--- src/rtl/spc_pkg.sv ---
package spc_pkg;

    localparam int KIND_W = 3;

    typedef enum logic [KIND_W-1:0] {
        KIND_JMP  = 3'd0,
        KIND_CALL = 3'd1,
        KIND_RET  = 3'd2,
        KIND_DATA = 3'd3,
        KIND_TASK = 3'd4
    } kind_e;

    typedef enum logic {
        ST_IDLE = 1'b0,
        ST_RESP = 1'b1
    } st_e;

    typedef struct packed {
        logic xfer;       // control transfer, target must be code
        logic data_ld;    // data register load rule
        logic rpl_ref;    // compare against selector level, not current
        logic gate_chk;   // apply the gate comparison
        logic call_gate;  // gated call: conforming-style test even if non-conforming
        logic pl_rpl;     // resulting level comes from the selector
        logic reserved;   // unknown kind code
    } ctrl_t;

endpackage

--- src/rtl/spc_kind_decode.sv ---
module spc_kind_decode
    import spc_pkg::*;
(
    input  logic [KIND_W-1:0] kind,
    input  logic              gate_used,
    output ctrl_t             ctrl
);

    always_comb begin
        ctrl = '0;
        unique case (kind)
            KIND_JMP: begin
                ctrl.xfer     = 1'b1;
                ctrl.gate_chk = gate_used;
            end
            KIND_CALL: begin
                ctrl.xfer      = 1'b1;
                ctrl.gate_chk  = gate_used;
                ctrl.call_gate = gate_used;
            end
            KIND_RET: begin
                ctrl.xfer    = 1'b1;
                ctrl.rpl_ref = 1'b1;
                ctrl.pl_rpl  = 1'b1;
            end
            KIND_TASK: begin
                ctrl.xfer    = 1'b1;
                ctrl.rpl_ref = 1'b1;
                ctrl.pl_rpl  = 1'b1;
            end
            KIND_DATA: begin
                ctrl.data_ld = 1'b1;
            end
            default: begin
                ctrl.reserved = 1'b1;
            end
        endcase
    end

endmodule

--- src/rtl/spc_pl_compare.sv ---
module spc_pl_compare
    import spc_pkg::*;
#(
    parameter int PL_W = 2
) (
    input  ctrl_t           ctrl,
    input  logic [PL_W-1:0] cpl,
    input  logic [PL_W-1:0] rpl,
    input  logic [PL_W-1:0] dpl,
    input  logic [PL_W-1:0] gdpl,
    input  logic            is_code,
    input  logic            is_conf,
    input  logic            is_read,
    output logic            allow,
    output logic [PL_W-1:0] next_pl
);

    logic [PL_W-1:0] eff_pl;
    logic [PL_W-1:0] ref_pl;
    logic            gate_ok;
    logic            exact_req;
    logic            xfer_ok;
    logic            data_ok;

    // numerically larger level is the less privileged one
    assign eff_pl    = (cpl > rpl) ? cpl : rpl;
    assign ref_pl    = ctrl.rpl_ref ? rpl : cpl;
    assign gate_ok   = !ctrl.gate_chk || (eff_pl <= gdpl);
    assign exact_req = !is_conf && !ctrl.call_gate;

    always_comb begin
        xfer_ok = 1'b0;
        if (is_code && gate_ok) begin
            if (exact_req) xfer_ok = (dpl == ref_pl);
            else           xfer_ok = (dpl <= ref_pl);
        end
    end

    always_comb begin
        if (!is_code)     data_ok = (eff_pl <= dpl);
        else if (!is_read) data_ok = 1'b0;
        else if (is_conf)  data_ok = 1'b1;
        else               data_ok = (eff_pl <= dpl);
    end

    always_comb begin
        if (ctrl.reserved)     allow = 1'b0;
        else if (ctrl.data_ld) allow = data_ok;
        else if (ctrl.xfer)    allow = xfer_ok;
        else                   allow = 1'b0;
    end

    assign next_pl = ctrl.pl_rpl ? rpl : cpl;

endmodule

--- src/rtl/spc_unit.sv ---
module spc_unit
    import spc_pkg::*;
#(
    parameter int PL_W = 2
) (
    input  logic              clk,
    input  logic              rst_n,
    input  logic              req_valid,
    input  logic [KIND_W-1:0] req_kind,
    input  logic [PL_W-1:0]   cur_pl,
    input  logic [PL_W-1:0]   sel_rpl,
    input  logic [PL_W-1:0]   desc_dpl,
    input  logic              desc_code,
    input  logic              desc_conf,
    input  logic              desc_read,
    input  logic              gate_used,
    input  logic [PL_W-1:0]   gate_dpl,
    output logic              rsp_done,
    output logic              rsp_allow,
    output logic              rsp_fault,
    output logic [PL_W-1:0]   rsp_pl
);

    ctrl_t           ctrl;
    logic            verdict;
    logic [PL_W-1:0] pl_calc;
    st_e             state_q;
    st_e             state_d;

    spc_kind_decode dec_i (
        .kind      (req_kind),
        .gate_used (gate_used),
        .ctrl      (ctrl)
    );

    spc_pl_compare #(.PL_W(PL_W)) cmp_i (
        .ctrl    (ctrl),
        .cpl     (cur_pl),
        .rpl     (sel_rpl),
        .dpl     (desc_dpl),
        .gdpl    (gate_dpl),
        .is_code (desc_code),
        .is_conf (desc_conf),
        .is_read (desc_read),
        .allow   (verdict),
        .next_pl (pl_calc)
    );

    always_comb begin
        state_d = state_q;
        unique case (state_q)
            ST_IDLE: if (req_valid)  state_d = ST_RESP;
            ST_RESP: if (!req_valid) state_d = ST_IDLE;
            default: state_d = ST_IDLE;
        endcase
    end

    always_ff @(posedge clk) begin
        if (!rst_n) state_q <= ST_IDLE;
        else        state_q <= state_d;
    end

    always_ff @(posedge clk) begin
        if (!rst_n) begin
            rsp_allow <= 1'b0;
            rsp_fault <= 1'b0;
            rsp_pl    <= '0;
        end else if (req_valid) begin
            rsp_allow <= verdict;
            rsp_fault <= !verdict;
            rsp_pl    <= pl_calc;
        end else begin
            rsp_allow <= 1'b0;
            rsp_fault <= 1'b0;
        end
    end

    assign rsp_done = (state_q == ST_RESP);

endmodule

--- config.mk ---
export PLATFORM = sky130hd
export DESIGN_NAME = spc_unit
export DESIGN_NICKNAME = d
export VERILOG_FILES = /design/src/rtl/spc_pkg.sv /design/src/rtl/spc_kind_decode.sv /design/src/rtl/spc_pl_compare.sv /design/src/rtl/spc_unit.sv
export SDC_FILE = /design/constraint.sdc
export NUM_CORES = 1
export LEC_CHECK = 0
export ABC_AREA = 1
export BUFFER_PORTS_ARGS = -buffer_cell sky130_fd_sc_hd__buf_2
export CAP_MARGIN = 30
export CORE_AREA = 2 2 47 49
export CTS_BUF_LIST = sky130_fd_sc_hd__clkbuf_2 sky130_fd_sc_hd__clkbuf_4 sky130_fd_sc_hd__clkbuf_8
export DETAILED_ROUTE_END_ITERATION = 6
export DIE_AREA = 0 0 49 51
export PLACE_DENSITY_LB_ADDON = 0.08
export SLEW_MARGIN = 20
export SYNTH_ARGS = -nofsm -noshare
export SYNTH_HDL_FRONTEND = slang
export SYNTH_HIERARCHICAL = 1
export SYNTH_SLANG_ARGS = --single-unit
--- constraint.sdc ---
create_clock -name clk -period 2.2 [get_ports clk]
set_clock_uncertainty 0.15 [all_clocks]
set_input_delay 0 -clock clk [delete_from_list [all_inputs] [get_ports clk]]
set_output_delay 0 -clock clk [all_outputs]
set_load 0.03 [all_outputs]
Word level (Yosys, flattened, before mapping)

Index checks and enable logic that the tools add are counted.

ROM bits: 0
Register bits after elaboration: 5
Bits in writable memories: 0
Word-level logic and storage cells: 42
Bits of input ports: 18
Output and inout port bits: 5
Latch bits: 0
Memories: 0

$lt $le $gt $ge: 4
Mux-type cells: 16
$add $sub $neg: 0
Div/mod/pow operators: 0
Multipliers: 0
Reductions and logical operators: 13
Bitwise operators: 0
Shift operators: 0
Equality and inequality tests: 5

Operators by type and width:

| cell                 | count |
|---|---|
| $mux W1              | 14 |
| $eq A3 B2 Y1 const B | 2 |
| $le A2 B2 Y1         | 3 |
| $reduce_or A5 Y1     | 1 |
| $logic_not A1 Y1     | 4 |
| $mux W2              | 2 |
| $reduce_or A2 Y1     | 2 |
| $reduce_or A4 Y1     | 1 |
| $eq A3 B1 Y1 const B | 1 |
| $eq A3 B3 Y1 const B | 1 |
| $logic_not A3 Y1     | 1 |
| $eq A2 B2 Y1         | 1 |
| $gt A2 B2 Y1         | 1 |
| $logic_and A1 B1 Y1  | 2 |
| $reduce_and A2 Y1    | 1 |
| $logic_or A1 B1 Y1   | 1 |

Logic depth before layout (Yosys ltp)

Gate-level depths: netlist of the first run.

Depth after elaboration: 11
Gate-level depth with buffers: 17
Gate-level depth less buffers: 17

Cells and area by module

Netlist of the first run, hierarchy kept.

Modules (own cells, without submodules):

| module          | instances | area an instance (sq um) | seq. area each (sq um) | cells each |
|---|---|---|---|---|
| spc_pl_compare  | 1         | 336.6                    | 0.0                    | 61 |
| spc_unit        | 1         | 158.9                    | 100.1                  | 20 |
| spc_kind_decode | 1         | 68.8                     | 0.0                    | 13 |

Least setup slack after synthesis of the first run

OpenSTA, ideal clock, no wires.

Kind: in2reg
Start point: input port cur_pl[1]
End point: register rsp_allow
Data required time: 1.940 ns
Slack: 0.546 ns
Stages on the path: 16
Setup time: 0.110 ns
Path buffers: 0
Arrival time: 1.393 ns
Cells stage by stage: inv_1 > ha_1 > o22ai_1 > nor2_1 > a21oi_1 > ha_1 > nand2_1 > nand2_1 > inv_1 > nand2_1 > nand2_1 > nand2_1 > nand2_1 > a21oi_2 > inv_1 > nor2_1

Longest elaborated chain between the ends: 9
Elaborated cells on any way between the ends: 17

Ends and longest elaborated chain:

| what                 | RTL line             | text |
|---|---|---|
| start, declared      | spc_unit.sv:10       | `input logic [PL_W-1:0] cur_pl,` |
| $gt A2 B2 Y1         | spc_pl_compare.sv:26 | `assign eff_pl = (cpl > rpl) ? cpl : rpl;` |
| $mux W2              | spc_pl_compare.sv:26 |  |
| $le A2 B2 Y1         | spc_pl_compare.sv:28 | `assign gate_ok = !ctrl.gate_chk \|\| (eff_pl <= gdpl);` |
| $logic_or A1 B1 Y1   | spc_pl_compare.sv:28 |  |
| $logic_and A1 B1 Y1  | spc_pl_compare.sv:33 | `if (is_code && gate_ok) begin` |
| $mux W1              | spc_pl_compare.sv:33 |  |
| $mux W1              | spc_pl_compare.sv:49 | `else if (ctrl.xfer) allow = xfer_ok;` |
| $mux W1 (*)          | spc_pl_compare.sv:48 | `else if (ctrl.data_ld) allow = data_ok;` |
| $mux W1 (*)          | spc_pl_compare.sv:47 | `if (ctrl.reserved) allow = 1'b0;` |
| named net verdict    | spc_unit.sv:25       | `logic verdict;` |
| end signal, assigned | spc_unit.sv:69       | `rsp_allow <= verdict;` |
| end, declared        | spc_unit.sv:19       | `output logic rsp_allow,` |

The timed path passes the listed nets; every way through them passes the cells marked *.
A chain may end at the register's enable or synchronous reset.

Final worst setup path of the first run

Same ends and word-level chain as after synthesis.

==> results.toml, run 1 <==
[status]
outcome = "completed"

[synthesis]
synth_ff_type = "dfxtp_1"
synth.avg_cell_area_sq_um = 6.00
ys_warn_count = 6
synth_nets = 121
ys_ff_latch = 5
ys_types = 21
synth_edf_count = 0
netlist_instances = 94
async_reset_ff_share_pct = 0
synth_area_sq_um = 564
synth-seq-area-share_pct = 17.7

[worst_setup_path]
required_ns = 2.18
worstPathArrival_ns = 1.64
criticalPathCategory = "in -> reg"
critPathMaxFanout = 3
cp-start-kind = "input port"
cp-end-kind = "register"

[routing]
via_per_inst = 3.90
drt-total-wl_mm = 1.12
drcViolationCount = 0
drt_iter0_markers = 1
route.detailed.wl_per_inst_um = 7.40
via_count = 589
antenna_left = 0
drt_pass1_iterations = 2

[layout]
drive_gt1_share_pct = 28.5
final_cell_mix = "26 x nand2_1, 23 x inv_1, 22 x buf_2"
diodes = 0
syn_to_final_growth_pct = 36.4
num-fill-cells = 248
final_common_cell = "nand2_1"
post-route-util_pct = 37.3
nets = 151

[global_route]
grt_pass1_wl_mm = 2.06
antenna_found_initial = 0
grt_max_degree = 6
track_usage_pct = 10.7
grt_pass1_vias = 543
overflow = 0

[floorplanning]
ios = 23
start_util_pct = 27.3
row_count = 17
core-area_sq_um = 2060
die_y_um = 51
die_area_sq_um = 2500
die_x_um = 49

[clock_tree]
cts-root-buf = "clkbuf_4"
clock_latency_ns = 0.25
cts_buffers = 3
cts_tree = "done"
postCtsSetupBuffers = 0
path_clk_slew_ns = 0.04
cts-resized-gates = 0
htreeDepth = 1
clock_sinks = 5
clockBufferDepth = 2

[sta]
final.setup.tns_ns = 0
max_freq_mhz = 605
finalSetupViolCount = 0
layout_min_cycle_time_ns = 1.65
fin_crit_sh_pct = 75.2
slew_headroom_pct = 80.4
hold_violations = 0
rsz0062_at_grt = "no"
slew_violations = 0
worstMarginPinSlew_ns = 0.293

[power_and_ir_drop]
ir_drop_v = 0.000357
p_per_area_nw_per_um2 = 447
power_leakage_nw = 0.476

[place]
place_hpwl_um = 986
gp_congestion = 0.669
portBuffers = 22

[min_path]
min_path_type = "in -> reg"

[job]
cap_violations = 0
-- critical path, cell delays in order --
cell and delay (ns):
buf_2 0.10, inv_1 0.06, ha_1 0.30, o22ai_1 0.20
nor2_1 0.06, a21oi_1 0.16, ha_1 0.26, nand2_1 0.07
nand2_1 0.04, inv_1 0.04, nand2_1 0.04, nand2_1 0.06
nand2_1 0.05, nand2_1 0.07, a21oi_2 0.04, inv_1 0.05
nor2_1 0.03
-- layout make-up --
type | instances | area, sq um | area share, %
timing repair buffer | 26 | 148 | 19.2
sequential | 5 | 100 | 13.0
inverter | 26 | 97.6 | 12.7
multi-input combinational | 62 | 359 | 46.7
clock buffer | 4 | 30.0 | 3.90
tap | 28 | 35.0 | 4.55
-- Yosys cell counts (2+ instances only) --
master    n  area (sq um)
dfxtp_1   5           100
ha_1      9           113
inv_1    23          86.3
inv_2     2          7.51
nand2_1  26          97.6
nand2_2   2          12.5
nor2_1    9          33.8
nor2_2    2          12.5
o21ai_0   2          10.0
o21ai_1   3          15.0
-- worst paths after layout --
kind	startpoint	endpoint	slack, ns	depth (start not counted)
worst min register to register	rsp_pl[1]	rsp_pl[1]	0.32	2
worst min-delay path	sel_rpl[1]	rsp_pl[1]	0.03	7
worst max register to register	rsp_pl[0]	rsp_pl[0]	1.49	2
worst max-delay path	cur_pl[1]	rsp_allow	0.55	17
-- per-layer routing --
metal	global-route usage (%)	share of wire [%]	up-vias
li1	-	-	337
met1	13.9	49	235
met2	16.7	44	17
met3	4.68	6.4	0
met4	1.43	0	0
met5	0	0	-
-- sequential cells by signal (all words and copies together) (netlist names) --
| signal | flops |
|---|---|
| rsp_pl | 2 |
| rsp_allow | 1 |
| rsp_done | 1 |
| rsp_fault | 1 |
-- metrics by stage --
step	power [W]	hold slack (ns)	std cells	setup slack, ns	instance area, sq um
after floorplan	0.000183	-0.0439	94	0.546	564
after global placement	0.000223	0.106	144	0.306	709
after CTS	0.000351	0.0298	151	0.531	769
after detailed placement	0.000223	0.110	144	0.277	709
after global routing	0.000383	0.0862	151	0.333	769
final	0.000344	0.0319	151	0.546	769
-- cell families after synthesis --
| group | count (synthesis) | share of synthesized area (%) |
|---|---|---|
| compound gates | 11 | 12.0 |
| buf+inv | 27 | 18.6 |
| flops | 5 | 17.7 |
| fa+ha+maj | 9 | 20.0 |
| simple gates | 42 | 31.7 |
-- report_power, final --
group	internal (W)	total, W	switching, W
clock network	0.0000810	0.000120	0.0000395
registers	0.0000964	0.0000981	0.00000171
logic	0.0000541	0.000125	0.0000712
total	0.000232	0.000344	0.000112
-- repair_timing --
action	4_1_cts	5_1_grt
setup endpoints to repair	0	0
hold endpoints to repair	5	0
hold buffers	3	0
Power figures use the tool's default switching activity.
==> run 2, diff against run 1 <==
==> constraint.sdc (replaced) <==
create_clock -name clk -period 1.6 [get_ports clk]
set_clock_uncertainty 0.15 [all_clocks]
set_input_delay 0 -clock clk [delete_from_list [all_inputs] [get_ports clk]]
set_output_delay 0 -clock clk [all_outputs]
set_load 0.03 [all_outputs]
==> run 2 against run 1 <==
Die area stayed put. Critical path depth is 1 higher. Via count is 6.3% higher. Routed wire length is 6.5% higher. Largest cell class unchanged. Largest power group unchanged.
==> results.toml, run 2 (same netlist as run 1, synthesis figures left out) <==
[status]
outcome = "completed"

[floorplanning]
ios = 23
row_count = 17
core-area_sq_um = 2060
die_x_um = 49
start_util_pct = 27.3
die_y_um = 51
die_area_sq_um = 2500

[clock_tree]
cts_tree = "done"
htreeDepth = 1
clock_sinks = 5
cts_buffers = 3
clockBufferDepth = 2
path_clk_slew_ns = 0.04
clock_latency_ns = 0.24
cts-root-buf = "clkbuf_4"

[min_path]
min_path_type = "in -> reg"
min_from = "sel_rpl[1]"

[global_route]
track_usage_pct = 10.6
grt_pass1_vias = 541
grt_pass1_wl_mm = 2.01
grt_max_degree = 6
overflow = 0
antenna_found_initial = 0

[routing]
via_count = 626
antenna_left = 0
drt_pass1_iterations = 3
route.detailed.wl_per_inst_um = 7.26
drt-total-wl_mm = 1.19
via_per_inst = 3.82
drcViolationCount = 0
drt_iter0_markers = 2

[power_and_ir_drop]
power_leakage_nw = 0.544
p_sw_share_pct = 31.8
power.share.sequential_pct = 25.7
clockPowerShare_pct = 30.1
p_per_area_nw_per_um2 = 555
p_comb_share_pct = 44.2
power.switching_w = 0.000167
ir_drop_v = 0.000216
p_int_w = 0.000358

[layout]
syn_to_final_growth_pct = 67.6
drive_gt1_share_pct = 42.6
regMostFlops = "rsp_pl"
post-route-util_pct = 45.8
largest_reg_flops = 2
diodes = 0
nets = 164
final_cell_mix = "26 x nand2_1, 20 x inv_1, 20 x buf_2"
final_common_cell = "nand2_1"
stdcell_count = 164

[sta]
slew_headroom_pct = 85.3
fin_crit_sh_pct = 98.4
worstMarginPinSlew_ns = 0.219
slew_violations = 0
holdWs_ns = 0.0103
hold_violations = 0
layout_min_cycle_time_ns = 1.57
finalSetupViolCount = 0
max_freq_mhz = 635
rsz0062_at_grt = "yes"

[worst_setup_path]
startpoint = "cur_pl[1]"
cp-start-kind = "input port"
required_ns = 1.63
criticalPathCategory = "in -> reg"
worstPathArrival_ns = 1.60
cp-end-kind = "register"
timing.rr.start = "rsp_pl[0]"
critPathMaxFanout = 2

[place]
place_inst = 154
gp_congestion = 0.775
portBuffers = 22
place_hpwl_um = 991

[job]
cap_violations = 0
run 2: power groups by stage:
stage,Sequential [W],Clock [W],Combinational [W]
floorplan,0.000153,0,0.000110
global placement,0.000137,0,0.000201
detailed placement,0.000137,0,0.000202
CTS,0.000135,0.000163,0.000211
global route,0.000136,0.000172,0.000268
finish,0.000135,0.000158,0.000232
run 2: worst max-delay path, stage by stage:
cell     delay (ns)
buf_8          0.10
inv_4          0.05
ha_4           0.21
nor2_4         0.12
o22ai_4        0.08
nor2_2         0.12
a21oi_2        0.05
ha_1           0.27
nand2_1        0.05
nand2_1        0.05
inv_1          0.03
nand2_1        0.05
nand2_1        0.05
nand2_1        0.05
nand2_1        0.05
a21oi_2        0.12
inv_1          0.05
nor2_1         0.09
run 2: timing repair:
action,in CTS,in global routing
gates resized for setup,1,9
hold endpoints to repair,5,0
pin swaps,1,11
endpoints found under the setup margin,1,2
hold buffers,3,0
setup buffers,0,3
run 2: final timing paths:
path | to | slack [ns] | cells past startpoint
worst max-delay path | rsp_allow | 0.03 | 18
worst min-delay path | rsp_pl[1] | 0.01 | 7
worst max register to register | rsp_pl[0] | 0.91 | 2
worst min register to register | rsp_pl[1] | 0.32 | 2
run 2: routing by layer:
metal | vias to the layer above | share of wire, % | global-route usage, %
met3 | 4 | 3.6 | 2.63
met2 | 15 | 44 | 18.5
met1 | 243 | 51 | 11.9
met5 | - | 0 | 0
li1 | 364 | - | -
met4 | 0 | 1.3 | 5.71
run 2: final cells by class:
cell class	instances	area [sq um]
fillers	227	1120
repair buffers	39	262
well taps	28	35.0
flip-flops and latches	5	100
inverters	26	105
clock buffers	4	30.0
multi-input cells	62	414
run 2: through the flow:
stage	cell area [sq um]	TNS [ns]	power (W)	worst slack, ns
final	946	0	0.000525	0.0261
after global routing	946	-0.300	0.000575	-0.175
after CTS	885	0	0.000509	0.00579
after detailed placement	821	-0.504	0.000339	-0.270
after global placement	821	-0.447	0.000338	-0.240
after floorplan	601	0	0.000263	0.0117
==> run 3, diff against run 2 <==
--- a/config.mk
+++ b/config.mk
@@ -9,7 +9,7 @@
 export BUFFER_PORTS_ARGS = -buffer_cell sky130_fd_sc_hd__buf_2
 export CAP_MARGIN = 30
 export CORE_AREA = 2 2 47 49
-export CTS_BUF_LIST = sky130_fd_sc_hd__clkbuf_2 sky130_fd_sc_hd__clkbuf_4 sky130_fd_sc_hd__clkbuf_8
+export CTS_BUF_LIST = sky130_fd_sc_hd__clkbuf_16
 export DETAILED_ROUTE_END_ITERATION = 6
 export DIE_AREA = 0 0 49 51
 export PLACE_DENSITY_LB_ADDON = 0.08
==> run 3 against run 2 <==
Global-route usage up 0.19 points. Worst setup slack worse by 0.029 ns. Via count down 0.64%. Sequential power about the same. Largest cell class unchanged. Fmax down 1.8%. The flow now finishes with violations (negative setup slack). Highest routed layer unchanged. Count of clock-buffer cells in the layout down 1. First-iteration DRC count down 100%.
==> results.toml, run 3 (same netlist as run 1, synthesis figures left out) <==
[floorplanning]
die_area_sq_um = 2500
die_y_um = 51
die_x_um = 49
start_util_pct = 27.3
ios = 23
row_count = 17
core-area_sq_um = 2060

[sta]
max_freq_mhz = 624
hold_violations = 0
finalSetupViolCount = 1
slew_violations = 0
final.setup.tns_ns = -0.00262
holdWs_ns = 0.0258
rsz0062_at_grt = "yes"
slew_headroom_pct = 85.2
worstMarginPinSlew_ns = 0.220
layout_min_cycle_time_ns = 1.60
fin_crit_sh_pct = 100
setup_slack_ns = -0.00262

[clock_tree]
cts_tree = "done"
cts-root-buf = "clkbuf_16"
htreeDepth = 1
clock_sinks = 5
clockBufferDepth = 2
path_clk_slew_ns = 0.03
clock_latency_ns = 0.22
cts_buffers = 3

[power_and_ir_drop]
p_int_w = 0.000573
power.share.sequential_pct = 17.6
p_per_area_nw_per_um2 = 774
power_leakage_nw = 0.568
ir_drop_v = 0.000495
p_sw_share_pct = 25.5
power.switching_w = 0.000197
p_comb_share_pct = 30.5
clockPowerShare_pct = 51.9

[layout]
final_cell_mix = "26 x nand2_1, 21 x inv_1, 20 x buf_2"
diodes = 0
largest_reg_flops = 2
regMostFlops = "rsp_pl"
syn_to_final_growth_pct = 76.3
final_common_cell = "nand2_1"
post-route-util_pct = 48.2
drive_gt1_share_pct = 41.9
final_area_sq_um = 995
nets = 164

[place]
place_area_sq_um = 821
place_hpwl_um = 991
portBuffers = 22
gp_congestion = 0.775

[worst_setup_path]
cp-end-kind = "register"
critPathMaxFanout = 2
cp_num_buf_inv = 4
slowest_stage = "ha_1"
required_ns = 1.61
critPathMaxStageDelay_ns = 0.26
critPathTopFamily = "simple AND/OR/NAND/NOR gates"
crit_chain = "buf_8, inv_4, ha_4, nor2_4, o22ai_4, nor2_2, a21oi_2, buf_4, ha_1, a21boi_1, nand2_1, nand3_1, a21oi_2, inv_1, nor2_1"
crit_top_cell = "a21oi_2"
criticalPathCategory = "in -> reg"
cp-start-kind = "input port"
rrSetupSlack_ns = 0.91
worstPathArrival_ns = 1.62

[routing]
drcViolationCount = 0
via_count = 622
drt_iter0_markers = 0
route.detailed.wl_per_inst_um = 7.46
antenna_left = 0
via_per_inst = 3.79
drt-total-wl_mm = 1.22
drt_pass1_iterations = 1

[status]
outcome = "complete, but fails checks"
failed_checks = "negative setup slack"

[global_route]
overflow = 0
antenna_found_initial = 0
grt_max_degree = 6
grt_pass1_wl_mm = 2.08
grt_pass1_vias = 563
track_usage_pct = 10.8

[job]
cap_violations = 0

[min_path]
min_path_type = "in -> reg"
## run 3: worst register-to-register path: cells and delay by family, from the launching register on
family           cells  cell delay, ns
DFF                  1            0.30
and+or+nand+nor      2            0.14
## run 3: per-layer routing
metal  wire length (um)  track usage (%)  up-vias
met5                  0                0        -
met4                 19             7.14        0
met3                 44            0.877        2
met2                551             19.6       15
met1                609             12.0      243
li1                   -                -      362
## run 3: power by group through the flow
stage	Combinational (W)	Clock, W	Sequential [W]
floorplan	0.000110	0	0.000153
CTS	0.000213	0.000407	0.000135
global route	0.000271	0.000414	0.000136
finish	0.000235	0.000400	0.000135
detailed placement	0.000202	0	0.000137
global placement	0.000201	0	0.000137
## run 3: final timing paths
check	startpoint	end	depth (start not counted)
worst max-delay path	cur_pl[1]	rsp_allow	15
worst min-delay path	sel_rpl[1]	rsp_pl[1]	7
worst max register to register	rsp_pl[0]	rsp_pl[0]	2
worst min register to register	rsp_pl[1]	rsp_pl[1]	2
## run 3: timing repair
action / in CTS / in global routing
pin swaps: 1 / 11
buffers inserted: 1 / 2
resized for setup: 1 / 9
hold endpoints to repair: 5 / 0
hold buffers: 3 / 0
endpoints found under the setup margin: 2 / 2
## run 3: final cells by class
| type | instances | area [sq um] |
|---|---|---|
| well taps | 28 | 35.0 |
| fillers | 224 | 1070 |
| multi-input cells | 62 | 414 |
| clock buffers | 3 | 75.1 |
| inverters | 26 | 105 |
| flip-flops and latches | 5 | 100 |
| clock inverters | 1 | 3.75 |
| repair buffers | 39 | 262 |
## run 3: per-stage QoR
stage / setup WS (ns) / power [W] / cells
floorplan: 0.0117 / 0.000263 / 94
global placement: -0.240 / 0.000338 / 154
detailed placement: -0.270 / 0.000339 / 154
CTS: 0.0161 / 0.000755 / 162
global route: -0.185 / 0.000821 / 164
finish: -0.00262 / 0.000770 / 164
